## src/rtl/burst_addr_gen.sv

```systemverilog
module burst_addr_gen #(
  parameter int AW = 20
) (
  input  logic          clk,
  input  logic          rst_n,
  input  logic          clk_en,
  input  logic          load,
  input  logic          interleave,
  input  logic [AW-1:0] addr_in,
  output logic [AW-1:0] addr_out,
  output logic [1:0]    beat
);
  localparam int UW = AW - 2;

  logic [UW-1:0] upper_q;
  logic [1:0]    start_q;
  logic [1:0]    cnt_q;
  logic          ilv_q;
  logic [1:0]    low;

  always_ff @(posedge clk or negedge rst_n) begin
    if (!rst_n) begin
      upper_q <= '0;
      start_q <= '0;
      cnt_q   <= '0;
      ilv_q   <= 1'b0;
    end else if (clk_en) begin
      if (load) begin
        upper_q <= addr_in[AW-1:2];
        start_q <= addr_in[1:0];
        cnt_q   <= '0;
        ilv_q   <= interleave;
      end else begin
        cnt_q   <= cnt_q + 2'd1;
      end
    end
  end

  assign low      = ilv_q ? (start_q ^ cnt_q) : (start_q + cnt_q);
  assign addr_out = {upper_q, low};
  assign beat     = cnt_q;
endmodule

```

## config.mk

```make
export PLATFORM = sky130hd
export DESIGN_NAME = burst_addr_gen
export DESIGN_NICKNAME = d
export VERILOG_FILES = /design/src/rtl/burst_addr_gen.sv
export SDC_FILE = /design/constraint.sdc
export NUM_CORES = 1
export LEC_CHECK = 0
export BUFFER_PORTS_ARGS = -buffer_cell sky130_fd_sc_hd__clkbuf_2
export CELL_PAD_IN_SITES_DETAIL_PLACEMENT = 0
export CELL_PAD_IN_SITES_GLOBAL_PLACEMENT = 1
export CORE_ASPECT_RATIO = 2
export CORE_MARGIN = 2
export CORE_UTILIZATION = 38
export CTS_CLUSTER_DIAMETER = 150
export DETAILED_ROUTE_END_ITERATION = 8
export PLACE_DENSITY_LB_ADDON = 0.1
export SYNTH_ARGS = -nofsm -noshare
export SYNTH_HDL_FRONTEND = slang
export SYNTH_SLANG_ARGS = --single-unit
```

## constraint.sdc

```tcl
create_clock -name clk -period 3.3 [get_ports clk]
set_clock_uncertainty 0.2 [all_clocks]
set_input_delay 0.33 -clock clk [delete_from_list [all_inputs] [get_ports clk]]
set_output_delay 0.33 -clock clk [all_outputs]
set_load 0.1 [all_outputs]
```

==> results.md <==
* Outcome: finished clean
* Clock tree buffer depth at 2
* VDD IR max at 359 uV
* Met1 usage at 15.3%
* Ys async rst share at 100%
* Class of the most critical hold timing path: in2reg
* Post-DP Area at 1240 sq um
* Post-layout minimum cycle time at 2180 ps
* Iteration-0 DRC Markers at 8
* Cell type with the highest aggregate area in the netlist: dfrtp_1
* Reg-to-reg slack, setup at 2190 ps
* Sink Count at 23
* Post-Syn Area per Cell at 17.7 sq um
* Hold Fails Final Rpt at 0
* Worst reg2reg endpoint: beat[1]
* Total congestion overflow at 0
* Switching power of the nets at 0.501 mW
* DRT antenna net count at 0
* Data required time of the critical path at 2770 ps
* Startpoint of the lowest-slack hold path: addr_in[12]
* Proportion of power drawn by combinational gates at 49.2%
* Post-detailed-placement half-perimeter wirelength at 1.29 mm
* Die Height at 76.3 um
* Worst skew pair latency at 250 ps
* List of most frequent post-synthesis cells: dfrtp_1, mux2_4, buf_6, mux2_2, xnor2_1
* H-tree Lvls at 1
* CTS Buf Count at 3
* IO Count at 47
* Multi-input combinational cell area at 402 sq um
* Synth Cell Area at 992 sq um
* Cell internal power dissipation at 0.517 mW
* Relative contribution of sequential cells to total power at 34.3%
* Met2 layer usage reported by global route at 21.5%
* Per-cell routed wire length at 13.4 um
* Register area share after synthesis at 58.0%
* Layout cells sized above 1 at 70.5%
* End of the worst hold path: upper_q[10]
* Max-cap viol count at 0
* Worst Reg2Reg Path Length in Cells at 2
* Yosys cell types at 12
* Flop and latch count out of synthesis at 23
* Initial antenna violation count at 0
* Core footprint at 2500 sq um
* CTS-repair resized insts at 0
* Largest net degree at the start of global routing at 24
* Number of endpoints failing setup at the final stage at 0
* Clock-pin slew on the worst setup and hold paths at 80 ps
* Post-route DRC at 0
* Leading post-synthesis cells by cell area: dfrtp_1, mux2_4, buf_6
* M3 GR Usage at 2.33%
* Crit path capture type: primary output
* Achievable frequency at 459 MHz
* Unrepaired setup endpoints after global routing: no
* Routed wire length at 1.78 mm
* Yosys top cell area share at 58.0%
* Net count of the mapped netlist at 82
* Clock power frac at 16.5%
* Final TNS setup at 0 ps
* Reg-to-reg startpoint: beat[0]
* Switching power share of the total at 49.2%
* Number of synthesized flops with an enable pin at 0
* TritonCTS clock tree: built
* Finished Cell Area at 1300 sq um
* Number of core rows at 26
* Pwr Density at 784 nW/um^2
* Final Max Tran Viols at 0
* Remaining max-slew budget at the tightest pin at 53.9%
* DR vias/cell at 4.76
* Number of antenna repair diodes at 0
* Most repeated cell in the gate-level netlist after synthesis: dfrtp_1
* Leak Pwr at 0.716 nW
* Final worst slack at 1120 ps
* Last weighted congestion value of the routability-driven placer at 0.613
* Layout overhead on the synthesized area at 30.8%
* X dimension of the die at 40.1 um
* Data arrival time of the critical path at 1650 ps
* Wire length of the first global-routing pass at 2.90 mm
* Combined global-route utilization of all metal layers at 13.5%
* Effective utilization at floorplan at 39.6%
* Sequential Area at 576 sq um
* Vias post-DR at 633
* IO Port Bufs at 46
* Most instantiated flip-flop cell in the synthesis netlist: dfrtp_1
* Post-place setup slack at 1400 ps
* Transition at the pin with the smallest max-transition slack at 688 ps
* Number of cells traversed by the worst hold path at 2
* Number of global-route vias before repair at 691
* Peak fanout along the critical path at 6
* Count of synthesis-stage warnings from yosys at 0
* Category of the most critical setup path: reg2out
* Die Outline Area at 3060 sq um
* Library cell used as clock root buffer: clkbuf_8
* Total of fill cells in the finished design at 234
* Nature of the critical path startpoint: flip-flop
* Number of nets in the finished design at 132
* Busiest layer in global routing: met2
* Synth Instances at 56
* 1st-pass router iterations at 2
* Final worst-path cycle share at 66.0%
## stage by stage
stage	total power [mW]	hold WS (ps)	utilization, %	cells
floorplan	0.781	-166	-	56
global placement	0.854	147	49.6	128
detailed placement	0.858	158	49.6	128
CTS	1.04	85.8	51.8	133
global route	1.06	83.6	51.8	133
finish	1.02	97.9	51.8	133
## flip-flops by register name, indices dropped and copies added, names as in the netlist
name and flops:
beat 2, ilv_q 1, start_q 2, upper_q 18
## timing repair
action                                 CTS  global route
hold buffers                             1             0
buffers inserted                         0             0
endpoints found under the hold margin   23             0
## layout make-up
cell class | instances | area share [%]
clock buffer | 4 | 3.47
sequential | 23 | 44.4
timing repair buffer | 47 | 18.5
multi-input combinational | 31 | 31.0
tap | 28 | 2.70
## layout by cell type, fill, tap and decap left out
cell type and instances:
o21ai_0 1, a21o_1 1, ha_1 1, and4bb_2 1, dlygate4sd3_1 1, clkbuf_2 46
mux2_2 2, xnor2_1 1, nand2_2 1, nor2_1 1, clkbuf_8 3, xnor2_2 1
dfrtp_1 23, mux2_4 20, nor2b_1 1, clkbuf_1 1
## layer usage
metal,vias to the layer above,wire (um)
li1,292,-
met1,311,679
met5,-,0
met2,28,953
met3,2,119
met4,0,24
## worst max path at each step
stage / from / end / slack, ps / depth (start not counted)
6_report: beat[0] / addr_out[1] / 1120 / 4
4_1_cts: beat[0] / addr_out[1] / 1100 / 4
3_5_place_dp: beat[0] / addr_out[1] / 1400 / 4
3_3_place_gp: beat[0] / addr_out[1] / 1420 / 4
2_1_floorplan: beat[0] / addr_out[1] / 590 / 3
5_1_grt: beat[0] / addr_out[1] / 1050 / 4
## critical path, cell delays in order (launching register included)
cell      delay [ps]
dfrtp_1          420
ha_1             160
nor2b_1          200
xnor2_2          130
clkbuf_2         470
## logic make-up (layout without fill, tap and decap cells)
group | after synthesis | in the layout | share of synthesized area (%)
muxes | 22 | 22 | 32.5
DFF | 23 | 23 | 58.0
xor gates and xnor gates | 2 | 2 | 1.77
buffers and inverters | 2 | 51 | 2.27
adders and majority gates | 1 | 1 | 1.26
AOI/OAI and AO/OA | 2 | 2 | 1.26
and+or+nand+nor | 4 | 4 | 2.90
## power by group through the flow
stage          registers [mW]  clock network (mW)  logic [mW]
6_report                0.349               0.168       0.501
5_1_grt                 0.355               0.189       0.518
4_1_cts                 0.349               0.181       0.506
3_5_place_dp            0.354                   0       0.503
3_3_place_gp            0.353                   0       0.501
2_1_floorplan           0.623                   0       0.158
Note: power is estimated with default switching activity, not from simulation.
